**config.mk**
```make
export PLATFORM = sky130hd
export DESIGN_NAME = csaMulAcc
export DESIGN_NICKNAME = d
export VERILOG_FILES = /design/src/rtl/csa_mac_pkg.sv /design/src/rtl/csaMacCtrl.sv /design/src/rtl/csaMacDatapath.sv /design/src/rtl/csaMulAcc.sv
export SDC_FILE = /design/constraint.sdc
export NUM_CORES = 2
export LEC_CHECK = 0
export BUFFER_PORTS_ARGS = -buffer_cell sky130_fd_sc_hd__buf_4
export CAP_MARGIN = 20
export CORE_MARGIN = 5
export CORE_UTILIZATION = 36
export CTS_CLUSTER_SIZE = 40
export DETAILED_ROUTE_END_ITERATION = 12
export GPL_TIMING_DRIVEN = 0
export SLEW_MARGIN = 30
export SYNTH_ARGS = -nofsm -noshare
export SYNTH_HDL_FRONTEND = slang
export SYNTH_SLANG_ARGS = --single-unit
```
**constraint.sdc**
```tcl
create_clock -name clk -period 8.7 [get_ports clk]
set_clock_uncertainty 0.05 [all_clocks]
set_input_delay 0.87 -clock clk [delete_from_list [all_inputs] [get_ports clk]]
set_output_delay 0.87 -clock clk [all_outputs]
set_load 0.1 [all_outputs]
```
**src/rtl/csa_mac_pkg.sv**
```systemverilog
package csa_mac_pkg;

  localparam int DATA_W   = 32;
  localparam int CHUNK_W  = 12;
  localparam int PROD_W   = 2 * DATA_W;
  localparam int MAX_PASS = (DATA_W + CHUNK_W - 1) / CHUNK_W;
  localparam int MPL_W    = MAX_PASS * CHUNK_W;
  localparam int CNT_W    = $clog2(MAX_PASS + 1);

  typedef enum logic [1:0] {
    ST_IDLE  = 2'd0,
    ST_PASS  = 2'd1,
    ST_FINLO = 2'd2,
    ST_FINHI = 2'd3
  } macState_t;

  // strobes from control to datapath
  typedef struct packed {
    logic load;        // capture operands, seed sum with accumulate
    logic step;        // run one array pass
    logic lastSigned;  // current chunk is the top signed chunk
    logic signedOp;    // operation is signed
    logic finLo;       // resolve low half
    logic finHi;       // resolve high half
  } macCtl_t;

  typedef struct packed {
    logic [PROD_W-1:0] sum;
    logic [PROD_W-1:0] carry;
  } csaPair_t;

  function automatic csaPair_t csa3(input logic [PROD_W-1:0] a,
                                    input logic [PROD_W-1:0] b,
                                    input logic [PROD_W-1:0] c,
                                    input logic              cin);
    csaPair_t r;
    logic [PROD_W-1:0] maj;
    maj     = (a & b) | (a & c) | (b & c);
    r.sum   = a ^ b ^ c;
    r.carry = {maj[PROD_W-2:0], cin};
    return r;
  endfunction

endpackage

```
**src/rtl/csaMacCtrl.sv**
```systemverilog
module csaMacCtrl
  import csa_mac_pkg::*;
(
  input  logic              clk,
  input  logic              rstN,
  input  logic              start,
  input  logic [DATA_W-1:0] multiplier,
  input  logic              signedOps,
  input  logic              longResult,
  output macCtl_t           ctl,
  output logic              busy,
  output logic              done,
  output logic              resultHigh
);

  macState_t        state;
  logic [CNT_W-1:0] passTotal;
  logic [CNT_W-1:0] passIdx;
  logic [CNT_W-1:0] passNeed;
  logic             longReg;
  logic             signedReg;
  logic             doneReg;
  logic             highReg;
  logic             lastPass;

  // smallest pass count whose chunks cover the multiplier's significant bits
  always_comb begin
    passNeed = CNT_W'(MAX_PASS);
    for (int n = MAX_PASS - 1; n >= 1; n--) begin
      logic [DATA_W-1:0] upper;
      if (signedOps) begin
        upper = DATA_W'($signed(multiplier) >>> (n * CHUNK_W - 1));
        if (upper == '0 || upper == '1) passNeed = CNT_W'(n);
      end else begin
        upper = multiplier >> (n * CHUNK_W);
        if (upper == '0) passNeed = CNT_W'(n);
      end
    end
  end

  assign lastPass = (passIdx == passTotal - CNT_W'(1));

  always_ff @(posedge clk) begin
    if (!rstN) begin
      state     <= ST_IDLE;
      passTotal <= '0;
      passIdx   <= '0;
      longReg   <= 1'b0;
      signedReg <= 1'b0;
      doneReg   <= 1'b0;
      highReg   <= 1'b0;
    end else begin
      doneReg <= 1'b0;
      unique case (state)
        ST_IDLE: begin
          if (start) begin
            state     <= ST_PASS;
            passTotal <= passNeed;
            passIdx   <= '0;
            longReg   <= longResult;
            signedReg <= signedOps;
          end
        end
        ST_PASS: begin
          if (lastPass) state <= ST_FINLO;
          else          passIdx <= passIdx + CNT_W'(1);
        end
        ST_FINLO: begin
          doneReg <= 1'b1;
          highReg <= 1'b0;
          state   <= longReg ? ST_FINHI : ST_IDLE;
        end
        ST_FINHI: begin
          doneReg <= 1'b1;
          highReg <= 1'b1;
          state   <= ST_IDLE;
        end
        default: state <= ST_IDLE;
      endcase
    end
  end

  always_comb begin
    ctl            = '0;
    ctl.load       = (state == ST_IDLE) && start;
    ctl.step       = (state == ST_PASS);
    ctl.lastSigned = (state == ST_PASS) && signedReg && lastPass;
    ctl.signedOp   = ctl.load ? signedOps : signedReg;
    ctl.finLo      = (state == ST_FINLO);
    ctl.finHi      = (state == ST_FINHI);
  end

  assign busy       = (state != ST_IDLE);
  assign done       = doneReg;
  assign resultHigh = highReg;

  AST_BUSY_AFTER_START: assert property (@(posedge clk) disable iff (!rstN)
    (start && !busy) |=> busy);

  AST_FINAL_DONE_IDLE: assert property (@(posedge clk) disable iff (!rstN)
    (done && (resultHigh || !longReg)) |-> !busy);

  AST_START_IGNORED: assert property (@(posedge clk) disable iff (!rstN)
    (start && busy) |=> ($stable(passTotal) && $stable(longReg)));

  AST_PASS_RANGE: assert property (@(posedge clk) disable iff (!rstN)
    (state == ST_PASS) |-> (passTotal >= CNT_W'(1) && passTotal <= CNT_W'(MAX_PASS)
                            && passIdx < passTotal));

  AST_HIGH_FOLLOWS_LOW: assert property (@(posedge clk) disable iff (!rstN)
    (done && !resultHigh && longReg) |=> (done && resultHigh));

  AST_SHORT_SINGLE_DONE: assert property (@(posedge clk) disable iff (!rstN)
    (done && !longReg && !resultHigh) |=> !done);

endmodule

```
**src/rtl/csaMacDatapath.sv**
```systemverilog
module csaMacDatapath
  import csa_mac_pkg::*;
(
  input  logic              clk,
  input  logic              rstN,
  input  macCtl_t           ctl,
  input  logic [DATA_W-1:0] multiplicand,
  input  logic [DATA_W-1:0] multiplier,
  input  logic [PROD_W-1:0] accValue,
  input  logic              accEnable,
  output logic [DATA_W-1:0] result
);

  logic [PROD_W-1:0] mcandReg;
  logic [MPL_W-1:0]  mplReg;
  logic [PROD_W-1:0] sumReg;
  logic [PROD_W-1:0] carryReg;
  logic              coutReg;
  logic [DATA_W-1:0] resReg;

  logic [CHUNK_W-1:0] chunk;
  logic               negTop;
  logic [PROD_W-1:0]  stSum   [0:CHUNK_W];
  logic [PROD_W-1:0]  stCarry [0:CHUNK_W];
  logic [DATA_W:0]    lowAdd;
  logic [DATA_W-1:0]  highAdd;

  assign chunk  = mplReg[CHUNK_W-1:0];
  // top chunk of a signed multiplier: its MSB row weighs negative
  assign negTop = ctl.lastSigned && chunk[CHUNK_W-1];

  assign stSum[0]   = sumReg;
  assign stCarry[0] = carryReg;

  // one 3:2 compressor row per multiplier bit of the chunk
  for (genvar i = 0; i < CHUNK_W; i++) begin : g_row
    logic [PROD_W-1:0] rowTerm;
    logic              rowCin;
    csaPair_t          rowOut;
    if (i == CHUNK_W - 1) begin : g_top
      assign rowTerm = negTop   ? ~(mcandReg << i) :
                       chunk[i] ?  (mcandReg << i) : '0;
      assign rowCin  = negTop;  // +1 completes the two's complement negation
    end else begin : g_plain
      assign rowTerm = chunk[i] ? (mcandReg << i) : '0;
      assign rowCin  = 1'b0;
    end
    assign rowOut         = csa3(stSum[i], stCarry[i], rowTerm, rowCin);
    assign stSum[i + 1]   = rowOut.sum;
    assign stCarry[i + 1] = rowOut.carry;
  end

  // 32-bit carry-propagate adder, used once per result half
  assign lowAdd  = {1'b0, sumReg[DATA_W-1:0]} + {1'b0, carryReg[DATA_W-1:0]};
  assign highAdd = sumReg[PROD_W-1:DATA_W] + carryReg[PROD_W-1:DATA_W]
                   + DATA_W'(coutReg);

  always_ff @(posedge clk) begin
    if (!rstN) begin
      mcandReg <= '0;
      mplReg   <= '0;
      sumReg   <= '0;
      carryReg <= '0;
      coutReg  <= 1'b0;
      resReg   <= '0;
    end else begin
      if (ctl.load) begin
        mcandReg <= ctl.signedOp ? PROD_W'($signed(multiplicand))
                                 : PROD_W'(multiplicand);
        mplReg   <= ctl.signedOp ? MPL_W'($signed(multiplier))
                                 : MPL_W'(multiplier);
        sumReg   <= accEnable ? accValue : '0;
        carryReg <= '0;
      end else if (ctl.step) begin
        sumReg   <= stSum[CHUNK_W];
        carryReg <= stCarry[CHUNK_W];
        mcandReg <= mcandReg << CHUNK_W;
        mplReg   <= ctl.signedOp ? MPL_W'($signed(mplReg) >>> CHUNK_W)
                                 : (mplReg >> CHUNK_W);
      end
      if (ctl.finLo) begin
        resReg  <= lowAdd[DATA_W-1:0];
        coutReg <= lowAdd[DATA_W];
      end else if (ctl.finHi) begin
        resReg  <= highAdd;
      end
    end
  end

  assign result = resReg;

  AST_LOAD_CLEARS_CARRY: assert property (@(posedge clk) disable iff (!rstN)
    ctl.load |=> (carryReg == '0));

  AST_RESULT_HELD: assert property (@(posedge clk) disable iff (!rstN)
    (!ctl.finLo && !ctl.finHi) |=> $stable(resReg));

endmodule

```
**src/rtl/csaMulAcc.sv**
```systemverilog
module csaMulAcc
  import csa_mac_pkg::*;
(
  input  logic              clk,
  input  logic              rstN,
  input  logic              start,
  input  logic [DATA_W-1:0] multiplicand,
  input  logic [DATA_W-1:0] multiplier,
  input  logic [PROD_W-1:0] accValue,
  input  logic              accEnable,
  input  logic              signedOps,
  input  logic              longResult,
  output logic              busy,
  output logic              done,
  output logic              resultHigh,
  output logic [DATA_W-1:0] result
);

  macCtl_t ctl;

  csaMacCtrl i_ctrl (
    .clk        (clk),
    .rstN       (rstN),
    .start      (start),
    .multiplier (multiplier),
    .signedOps  (signedOps),
    .longResult (longResult),
    .ctl        (ctl),
    .busy       (busy),
    .done       (done),
    .resultHigh (resultHigh)
  );

  csaMacDatapath i_dp (
    .clk          (clk),
    .rstN         (rstN),
    .ctl          (ctl),
    .multiplicand (multiplicand),
    .multiplier   (multiplier),
    .accValue     (accValue),
    .accEnable    (accEnable),
    .result       (result)
  );

endmodule

```
==> flow_summary_export.csv <==
group,metric,value,unit
status,outcome,"complete, no violations",
worst_setup_path,worst_path_most_repeated_cell,"fa_1",
sta,min_period_over_period,96.9,%
global_routing,grt.overflow.total,0,
synth,netlist_area,32400,um^2
worst_setup_path,cp_max_fo,10,
placed_design,hpwl,112,mm
final_layout,design_area,36500,um^2
route,postRouteAntennaNets,0,
worst_setup_path,rrSetupSlack,0.27,ns
clock_network,hold_buffers,0,
sta,setup_viol,0,
final_layout,drive_gt1_share,7.76,%
floorplanning,rows,110,
clock_network,cts_tree,"done",
worst_setup_path,worstSetupPathType,"reg -> reg",
sta,fin_crit,8.43,ns
route,wl_per_cell,28.0,um
sta,maxSlewHeadroom,28.8,%
route,drt_iter0_markers,3172,
placed_design,placed_area,35200,um^2
sta,tns,0,ns
synth,yosys-top-cells-count,"nand2_1 (1,043), fa_1 (693), a21oi_1 (302)",
sta,grt_setup_unrepaired,"no",
clock_network,clock_path_buffers,3,
worst_setup_path,critPathTopFamily,"adder cells",
clock_network,clkTransAtPathRegs,0.07,ns
sta,worst_pin_slew,1.07,ns
synth,syn_inst,3678,
synth,yosysTopAreaCell,"fa_1",
synth,synth_fp_nets,4578,
worst_setup_path,cp.required,9.06,ns
floorplanning,fp.dieH,310,um
synth,async_flop_share,0,%
global_routing,track_usage,29.3,%
sta,slew_violations,0,
worst_setup_path,critPathMaxStageDelay,0.54,ns
floorplanning,core_area,89700,um^2
sta,layout_setup_ws,0.267,ns
worst_setup_path,r2r-start,"i_dp.mplReg[0]",
route,drt_wl_total,142,mm
synth,avgSynthCellArea,8.81,um^2
floorplanning,ios,169,
worst_setup_path,setup.worst_path.start,"i_dp.mplReg[0]",
worst_setup_path,slowest_stage,"fa_1",
placed_design,place_congestion,1.00,
worst_setup_path,critPathCaptureType,"flop",
min_path,holdCritPathClass,"reg -> reg",
final_layout,final_core_util,40.6,%
route,via_per_inst,5.65,
route,drcViolationCount,0,
synth,ys_types,65,
clock_network,cts_sinks,269,
power,cellLeakagePower,11.8,nW
worst_setup_path,critPathLaunchType,"flop",
power,p_per_area,143,nW/um^2
clock_network,cts.repair.resized,0,
worst_setup_path,cp_num_buf_inv,5,
synth,synth_top_cell_area_share,42.8,%
placed_design,port_buffers,167,
synth,netlist_top_cells_area,"fa_1 (43%), dfxtp_1 (17%), nand2_1 (12%), a21oi_1 (4.7%), inv_1 (3.1%)",
power,ir_drop,0.000107,V
placed_design,place_ws,0.151,ns
global_routing,grt_pass1_vias,28900,
sta,hold_violations,0,
run,cap_violations,0,
clock_network,insertion_delay,0.58,ns
sta,max_freq,119,MHz
floorplanning,die_x,310,um
floorplanning,die_area,96100,um^2
synth,synth-seq-cells,269,
synth,synth_flop_cell,"dfxtp_1",
min_path,hold_start,"i_dp.mplReg[15]",
synth,yosysWarnings,0,
synth,yosysMostFrequentCell,"nand2_1",
synth,ys_seq_area_share,16.6,%
floorplanning,initial_utilization,36.1,%
route,drt-pass1-iter-count,8,
route,vias,28700,
final_layout,nets,4783,
clock_network,cts_buffers,34,
global_routing,grt_max_degree,14,
synth,synth_edf_count,0,
final_layout,synthToLayoutAreaGrowth,12.5,%
clock_network,cts-root-buf,"clkbuf_16",
global_routing,antenna_found_initial,5,
clock_network,htreeDepth,2,
worst_setup_path,critPathArrivalTime,8.79,ns
power,p_total,5.20,mW
global_routing,grt_first_pass_wirelength,202,mm
clock_network,cts_setup_buffers,0,
==> layout make-up <==
class | count | area [um^2]
antenna | 2 | 5.00
clock buffer | 50 | 1050
multi-input combinational | 2875 | 25000
tap | 1176 | 1470
buffer | 267 | 1080
sequential | 269 | 5390
clock inverter | 10 | 161
inverter | 267 | 1000
fill | 9221 | 53300
timing repair buffer | 169 | 1280
==> tightest hold or removal path, stage by stage, from the launching register on <==
cell and delay [ns]:
dfxtp_1 0.31, nand2_1 0.05, a21oi_1 0.05
==> per-stage QoR <==
step,instances,hold slack [ns]
6_report,5085,0.411
5_1_grt,5083,0.436
4_1_cts,5083,0.414
3_5_place_dp,5023,0.403
3_3_place_gp,5021,0.394
2_1_floorplan,3678,0.382
==> layout by cell type, fill, tap and decap left out, drive strengths merged, types with 3 or more instances in the layout <==
master,instances
dfxtp,269
buf,198
nor2,122
ha,73
nand2b,7
a31o,3
o31ai,7
o21a,14
o31a,3
a221oi,5
clkinv,4
a21oi,307
a211o,4
inv,266
a22oi,44
nand4,9
nor2b,12
a211oi,11
bufinv,4
o221ai,5
xor2,25
mux2i,10
and3,9
nor3,15
and4,3
clkbuf,288
nor4,6
and2,76
mux2,3
clkinvlp,3
fa,693
nand2,1043
xnor2,44
o21ai,131
or3,3
a31oi,86
nand3,35
o211ai,9
a21o,28
o21bai,6
==> per-layer routing <==
metal	up-vias	wire [um]	part of all wire, %	GRT usage (%)
met5	-	59	0.042	0
met4	2	9380	6.6	15.3
met3	372	16100	11	7.56
met2	1635	61400	43	44.3
met1	14600	55200	39	38.8
li1	12100	-	-	-
==> state kept, by name, indices dropped and copies added, names as in the netlist <==
| register | count |
|---|---|
| i_dp.mplReg | 34 |
| i_ctrl.done | 1 |
| i_ctrl.resultHigh | 1 |
| i_ctrl.state | 2 |
| i_ctrl.passTotal | 2 |
| i_dp.carryReg | 64 |
| i_dp.sumReg | 64 |
| i_dp.result | 32 |
| i_ctrl.signedReg | 1 |
| i_dp.coutReg | 1 |
| i_ctrl.longReg | 1 |
| i_dp.mcandReg | 64 |
| i_ctrl.passIdx | 2 |
==> report_power, final <==
part	internal [mW]	switching (mW)
sequential	1.31	0.152
combinational	0.740	1.40
clock	0.960	0.636
total	3.01	2.19
==> worst paths after layout <==
check               endpoint  cells after the start
min reg2reg  i_dp.mplReg[15]                      2
max          i_dp.sumReg[63]                     25
max reg2reg  i_dp.sumReg[63]                     25
min          i_dp.mplReg[15]                      2
==> kinds of logic (layout without fill, tap and decap cells) <==
| family | count (synthesis) | in the layout | share of synthesized area (%) |
|---|---|---|---|
| xor gates and xnor gates | 69 | 69 | 1.86 |
| other | 0 | 2 | 0 |
| muxes | 13 | 13 | 0.413 |
| DFF | 269 | 269 | 16.6 |
| adders and majority gates | 766 | 766 | 45.6 |
| AOI/OAI and AO/OA | 682 | 682 | 12.5 |
| and+or+nand+nor | 1345 | 1345 | 16.8 |
| buffers and inverters | 534 | 763 | 6.19 |
Note: power is estimated with default switching activity, not from simulation.
